## src/rtl/bitop_unit.sv

```systemverilog
module bitop_unit #(
  parameter int REG_COST      = 8,
  parameter int MEM_TEST_COST = 12,
  parameter int MEM_RMW_COST  = 16,
  localparam int CNT_W = $clog2(MEM_RMW_COST + 1)
) (
  input  logic             clk,
  input  logic             rst,
  input  logic             start,
  input  logic [7:0]       opcode,
  input  logic [63:0]      regs_in,
  input  logic [3:0]       flags_in,
  output logic             mem_rd,
  output logic             mem_wr,
  output logic [15:0]      mem_addr,
  output logic [7:0]       mem_wdata,
  input  logic [7:0]       mem_rdata,
  input  logic             mem_ack,
  output logic             reg_wr_en,
  output logic [2:0]       reg_wr_sel,
  output logic [7:0]       reg_wr_data,
  output logic             flags_wr,
  output logic [3:0]       flags_out,
  output logic [CNT_W-1:0] cycles,
  output logic             done,
  output logic             unsupported
);
  typedef enum logic [2:0] {S_IDLE, S_RD, S_WR, S_HOLD, S_FIN} st_t;
  localparam logic [1:0] OP_TEST = 2'b01;
  localparam logic [1:0] OP_CLR  = 2'b10;
  localparam logic [1:0] OP_SET  = 2'b11;
  localparam logic [2:0] SEL_MEM = 3'd6;

  st_t             st;
  logic [1:0]      cls_q;
  logic [2:0]      bit_q, sel_q;
  logic [7:0]      val_q;
  logic [3:0]      flg_q;
  logic [15:0]     addr_q;
  logic [CNT_W-1:0] cnt_q, cost_q;
  logic            unsup_q;

  wire       accept = (st == S_IDLE) && start;
  wire       busy   = (st == S_RD) || (st == S_WR) || (st == S_HOLD);
  wire       is_mem = (sel_q == SEL_MEM);
  wire       is_tst = (cls_q == OP_TEST);
  wire [7:0] mask   = 8'd1 << bit_q;
  wire [7:0] res    = (cls_q == OP_CLR) ? (val_q & ~mask) :
                      (cls_q == OP_SET) ? (val_q | mask)  : val_q;

  logic [CNT_W-1:0] cost_d;
  always_comb begin
    if (opcode[2:0] != SEL_MEM)   cost_d = CNT_W'(REG_COST);
    else if (opcode[7:6] == OP_TEST) cost_d = CNT_W'(MEM_TEST_COST);
    else                          cost_d = CNT_W'(MEM_RMW_COST);
  end

  always_ff @(posedge clk) begin
    if (rst) begin
      st      <= S_IDLE;
      cnt_q   <= '0;
      cost_q  <= '0;
      unsup_q <= 1'b0;
      cls_q   <= '0;
      bit_q   <= '0;
      sel_q   <= '0;
      val_q   <= '0;
      flg_q   <= '0;
      addr_q  <= '0;
    end else begin
      unsup_q <= 1'b0;
      if (busy && cnt_q < cost_q) cnt_q <= cnt_q + 1'b1;
      case (st)
        S_IDLE: if (accept) begin
          if (opcode[7:6] == 2'b00) begin
            unsup_q <= 1'b1;
          end else begin
            cls_q  <= opcode[7:6];
            bit_q  <= opcode[5:3];
            sel_q  <= opcode[2:0];
            val_q  <= regs_in[{opcode[2:0], 3'b000} +: 8];
            flg_q  <= flags_in;
            addr_q <= {regs_in[39:32], regs_in[47:40]};
            cost_q <= cost_d;
            cnt_q  <= CNT_W'(1);
            st     <= (opcode[2:0] == SEL_MEM) ? S_RD : S_HOLD;
          end
        end
        S_RD: if (mem_ack) begin
          val_q <= mem_rdata;
          st    <= is_tst ? S_HOLD : S_WR;
        end
        S_WR:   if (mem_ack) st <= S_HOLD;
        S_HOLD: if (cnt_q >= cost_q) st <= S_FIN;
        S_FIN:  st <= S_IDLE;
        default: st <= S_IDLE;
      endcase
    end
  end

  assign mem_rd      = (st == S_RD);
  assign mem_wr      = (st == S_WR);
  assign mem_addr    = addr_q;
  assign mem_wdata   = res;
  assign done        = (st == S_FIN);
  assign reg_wr_en   = done && !is_mem && !is_tst;
  assign reg_wr_sel  = sel_q;
  assign reg_wr_data = res;
  assign flags_wr    = done && is_tst;
  assign flags_out   = is_tst ? {~val_q[bit_q], 1'b0, 1'b1, flg_q[0]} : flg_q;
  assign cycles      = cost_q;
  assign unsupported = unsup_q;

  a_r3_test_flag_pattern: assert property (@(posedge clk) disable iff (rst)
    flags_wr |-> (flags_out[2:1] == 2'b01));
  a_r4_test_never_writes: assert property (@(posedge clk) disable iff (rst)
    (mem_wr || reg_wr_en) |-> (cls_q != OP_TEST));
  a_r6_write_follows_read: assert property (@(posedge clk) disable iff (rst)
    $rose(mem_wr) |-> $past(mem_rd && mem_ack));
  a_r6_same_address: assert property (@(posedge clk) disable iff (rst)
    (mem_wr && $past(mem_rd)) |-> $stable(mem_addr));
  a_r8_request_held: assert property (@(posedge clk) disable iff (rst)
    (mem_rd && !mem_ack) |=> mem_rd);
  a_r9_unsupported_quiet: assert property (@(posedge clk) disable iff (rst)
    unsupported |-> !(done || mem_rd || mem_wr || reg_wr_en));
  a_r10_done_single: assert property (@(posedge clk) disable iff (rst)
    done |=> !done);
endmodule

```

## config.mk

```make
export PLATFORM = sky130hd
export DESIGN_NAME = bitop_unit
export DESIGN_NICKNAME = d
export VERILOG_FILES = /design/src/rtl/bitop_unit.sv
export SDC_FILE = /design/constraint.sdc
export NUM_CORES = 1
export LEC_CHECK = 0
export BUFFER_PORTS_ARGS = -buffer_cell sky130_fd_sc_hd__buf_2
export CORE_UTILIZATION = 40
export DETAILED_ROUTE_END_ITERATION = 10
export PLACE_DENSITY = 0.72
export SLEW_MARGIN = 10
export SYNTH_ARGS = -nofsm -noshare
export SYNTH_HDL_FRONTEND = slang
export SYNTH_SLANG_ARGS = --single-unit
```

## constraint.sdc

```tcl
create_clock -name clk -period 1.95 [get_ports clk]
set_input_delay 0.195 -clock clk [delete_from_list [all_inputs] [get_ports clk]]
set_output_delay 0.195 -clock clk [all_outputs]
set_load 0.02 [all_outputs]
```

# After elaboration in Yosys (flattened, before gate mapping)

Cells that the tools add are included.

Word-level logic and storage cells: 79
Bits in registers: 50
Output and inout port bits: 50
Bits of input ports: 88

Bitwise gates (word level): 7
Shift-type cells: 2
Add/subtract/negate cells: 1
Equal/unequal tests: 16
Reductions and logical operators: 16
Mux-type cells: 24
Magnitude comparators: 3

Operator list:

| kind                                                                          | number |
|---|---|
| 64-bit by 7-bit variable part select with 8-bit output                        | 1 |
| 8-bit 2-to-1 mux                                                              | 5 |
| 5-bit 2-to-1 mux                                                              | 6 |
| 8-bit one-hot mux with 2 select lines                                         | 1 |
| 3-bit 2-to-1 mux                                                              | 5 |
| 3-bit one-hot mux with 4 select lines                                         | 1 |
| 3-bit equality test (second input constant)                                   | 3 |
| 8-bit bitwise AND                                                             | 1 |
| 8-bit inverter                                                                | 1 |
| 8-bit OR                                                                      | 1 |
| 1-bit by 3-bit left shift with 8-bit output (first input constant)            | 1 |
| 3-bit by 2-bit equality test with 1-bit output (second input constant)        | 2 |
| 2-bit by 1-bit inequality test with 1-bit output (second input constant)      | 3 |
| 5-bit by 1-bit adder with 5-bit output (second input constant)                | 1 |
| 5-bit greater-or-equal comparator                                             | 1 |
| 1-bit logical AND                                                             | 5 |
| 5-bit less-than comparator                                                    | 1 |
| 5-bit AND reduction                                                           | 1 |
| 2-bit by 1-bit equality test with 1-bit output (second input constant)        | 2 |
| 2-bit equality test (second input constant)                                   | 2 |
| 3-bit by 4-bit less-than comparator with 1-bit output (second input constant) | 1 |
| 4-bit 2-to-1 mux                                                              | 1 |
| 2-bit inequality test (second input constant)                                 | 2 |
| 1-bit inverter                                                                | 4 |
| 13 further kinds                                                              | 17 |

# Logic depth before layout (Yosys ltp)

Depth after elaboration: 8
Mapped depth: 8
Mapped depth without buffers: 7

# Worst setup path before layout

OpenSTA, ideal clock, no wires.

Path kind: register to register
Start point: register cost_q[4], in the netlist cycles[4]
End point: register cnt_q[3]
Arrival: 1.922 ns
Setup time: 0.131 ns
Stages on the path, launching flop included: 9
Required time: 1.819 ns
Setup slack: -0.103 ns
Path buffers: 1
Period minus slack after synthesis: 2.053 ns
Path through: dfxtp_1 > inv_1 > ha_1 > and3b_1 > or4b_4 > buf_6 > nor4_4 > xnor2_1 > nor3_2

Cells in the longest elaborated chain, start to end: 6

Ends and longest elaborated chain:

| item                           | RTL line | source |
|---|---|---|
| start: declaration             | 40       | `logic [CNT_W-1:0] cnt_q, cost_q;` |
| start signal: assignment       | 84       | `cost_q <= cost_d;` |
| 5-bit less-than comparator (*) | 72       | `if (busy && cnt_q < cost_q) cnt_q <= cnt_q + 1'b1;` |
| 1-bit logical AND (*)          | 72       |  |
| 5-bit 2-to-1 mux (*)           | 72       |  |
| 5-bit 2-to-1 mux               | 75       | `if (opcode[7:6] == 2'b00) begin` |
| 5-bit 2-to-1 mux               | 74       | `S_IDLE: if (accept) begin` |
| 5-bit 2-to-1 mux (*)           | 73       | `case (st)` |
| end signal: assignment         | 72       |  |
| end: declaration               | 40       |  |

Mark *: on every way between the ends. The rest lies on a longest branch, timed or not.
A chain may end at the register's enable or synchronous reset.

# Worst setup path after layout

Same ends and word-level chain as after synthesis.

==> results.yml <==
yosys:
  yosysUniqueCellTypes: 40
  synth_top_area_share_pct: 33.3
  syn_area_um2: 2890
  yosysMostFrequentCell: "nand2_1"
  muxShareOfSynthArea_pct: 16.5
  synth_top_family_by_area: "simple AND/OR/NAND/NOR gates"
  synth-compound-area-share_pct: 16.9
  synth_fa_ha_area_share_pct: 2.17
  yosys.area_share.simple_pct: 21.4
  synthCells: 362
  synth-xor-area-share_pct: 1.21
  yosysWarnings: 0
  synth_seq_area_share_pct: 33.3
  synth_ff_type: "dfxtp_1"
  yosys_register_bits: 48
  synth_top_cell_by_area: "dfxtp_1"
  syn-mean-instance-area_um2: 7.97
  synth_area_leaders: "dfxtp_1 33%, mux2i_1 11%, a21oi_1 10%, nand2_1 9.6%, mux2_2 3.5%"
  synth_edf_count: 0
  synth_common_cells: "74 x nand2_1, 59 x a21oi_1, 48 x dfxtp_1"
  synthArstFlopShare_pct: 0
setup_path:
  reg2reg_depth: 7
  r2r_end: "cnt_q[3]"
  setup.worst_path.start: "cycles[4]"
  critical_path_class: "flip-flop to flip-flop"
  required_ps: 2130
  crit_arrival_ps: 2120
  crit_path_max_fanout: 5
  r2r-start: "cycles[4]"
  end_kind: "flip-flop"
  crit_end: "cnt_q[3]"
  r2r_slack_ps: 6
  startpoint_type: "flip-flop"
sta:
  slew_headroom_pct: 62.4
  finClkSkew_ps: 8.32
  min_period_ps: 1940
  slew_viol_final: 0
  fin_setup_tns_ps: 0
  grt_setup_unrepaired: "yes"
  fin_crit_sh_pct: 99.7
  finalHoldViolations: 0
  setup_viol: 0
  tightest_slew_ps: 563
  max_freq_ghz: 0.514
  fin_hold_ws_ps: 123
clocking:
  cts_buffers: 5
  cts_buffer_depth: 2
  clkSinkCount: 48
  clock_latency_ps: 300
  htree_num_levels: 2
  cts_tree: "done"
  clkTransAtPathRegs_ps: 90
  holdBufCountCts: 0
  cts-root-buf: "clkbuf_8"
placement:
  placedCellCount: 569
  hpwl_um: 6420
  gp_congestion: 0.850
  numPortBuffers: 135
floorplan:
  fp.dieW_um: 87.0
  dieHeight_um: 87.0
  die_area_um2: 7560
  coreArea_um2: 6870
  pin_count: 138
  rows: 30
  start_util_pct: 42.0
pwr:
  p_leak_nw: 1.77
  power_frac_comb_pct: 46.5
  intPower_mw: 2.26
  power.switching_mw: 1.56
  p_clk_share_pct: 18.5
  total_power_mw: 3.82
  power_frac_seq_pct: 35.0
  max-vdd-ir-drop_mv: 0.401
  powerDensity_nw_per_um2: 1010
  netSwitchingFraction_pct: 40.8
grt:
  grt_util_all_layers_pct: 22.0
  grt_pass1_wl_um: 13100
  grt_max_degree: 27
  antenna_found_initial: 0
  grt_pass1_vias: 2801
  grt_overflow: 0
layout:
  n_antenna_cell: 0
  nNetsFinal: 575
  final_cells: 578
  drive_gt1_share_pct: 39.2
  utilization_pct: 55.0
  areaGrowthSynthToFinish_pct: 30.8
drt:
  drt_wl_total_um: 8300
  route.detailed.drc: 0
  drt-wirelength-per-cell_um: 14.4
  drtPass1Iterations: 4
  vias_per_cell: 5.18
  postRouteAntennaNets: 0
  drt_iter0_markers: 156
  route.vias.total: 2993
hold_path:
  hold_class: "primary input to flip-flop"
status:
  outcome: "finished, final reports clean"
job:
  cap_viol_max_count: 0
==> cell families after synthesis <==
kind of cell,Yosys count
other,1
xor gates and xnor gates,4
buffers and inverters,47
DFF,48
adders and majority gates,5
muxes,44
and+or+nand+nor,127
AOI/OAI and AO/OA,86
==> cell type report <==
cell class / instances / area (um2)
Fill cell: 658 / 3090
Multi-Input combinational cell: 268 / 1730
Sequential cell: 48 / 975
Timing Repair Buffer: 149 / 808
Tap cell: 96 / 120
Clock buffer: 6 / 72.6
Inverter: 10 / 40.0
Clock inverter: 1 / 30.0
==> layout by cell type, fill, tap and decap left out, types with 3 or more instances in the layout <==
| cell | count |
|---|---|
| inv_1 | 7 |
| a21oi_1 | 58 |
| nor2b_1 | 3 |
| clkbuf_8 | 5 |
| xnor2_1 | 4 |
| a22oi_1 | 8 |
| nor3_2 | 3 |
| mux2_2 | 8 |
| dfxtp_2 | 5 |
| nand2_1 | 74 |
| dfxtp_1 | 41 |
| ha_1 | 3 |
| mux2i_1 | 33 |
| a211oi_1 | 9 |
| buf_4 | 13 |
| nor2_1 | 11 |
| buf_2 | 134 |
| nand3_1 | 11 |
| nand2b_1 | 4 |
| o21ai_0 | 3 |
| nor3_1 | 5 |
==> worst min-delay path by stage <==
| stage | slack [ps] | from | cells past startpoint | end |
|---|---|---|---|---|
| 6_report | 120 | flags_in[3] | 3 | flg_q[3] |
| 5_1_grt | 130 | opcode[4] | 3 | bit_q[1] |
| 4_1_cts | 120 | flags_in[3] | 3 | flg_q[3] |
| 3_5_place_dp | 440 | flags_in[1] | 3 | flg_q[1] |
| 3_3_place_gp | 440 | flags_in[0] | 3 | flg_q[0] |
| 2_1_floorplan | 270 | opcode[6] | 1 | unsupported |
==> repair_timing <==
item / CTS / global route
pin swaps: 0 / 3
buffers inserted: 0 / 2
resized for setup: 4 / 13
endpoints found under the setup margin: 1 / 8
==> state kept, by name (all words and copies together), names as in the netlist <==
name,flops
cycles,3
mem_addr,16
unsupported,1
reg_wr_sel,3
flg_q,4
val_q,8
cls_q,2
cnt_q,5
bit_q,3
st,3
==> per-stage QoR <==
| stage | instance area, um2 | worst slack [ps] |
|---|---|---|
| 2_1_floorplan | 2900 | 12.5 |
| 3_3_place_gp | 3610 | 84.6 |
| 3_5_place_dp | 3610 | 45.5 |
| 4_1_cts | 3720 | 27.1 |
| 5_1_grt | 3770 | -69.8 |
| 6_report | 3770 | 6.28 |
==> routing by layer <==
metal,track usage [%],vias up,wire [um]
met5,0,-,0
met4,7.73,0,138
met3,5.12,12,586
met2,36.6,129,4020
met1,27.9,1368,3550
li1,-,1484,-
==> power groups by stage <==
stage	clock network, mW	logic (mW)	registers, mW
2_1_floorplan	0	1.27	1.34
3_3_place_gp	0	1.72	1.34
3_5_place_dp	0	1.74	1.35
4_1_cts	0.716	1.75	1.33
5_1_grt	0.753	1.97	1.37
6_report	0.708	1.78	1.34
==> critical path, cell delays in order, from the launching register on <==
cell	delay (ps)
dfxtp_4	360
inv_2	40
ha_4	210
and3b_1	170
or4b_4	570
nor4_4	250
xnor2_1	170
nor3_2	50
Power figures use the tool's default switching activity.
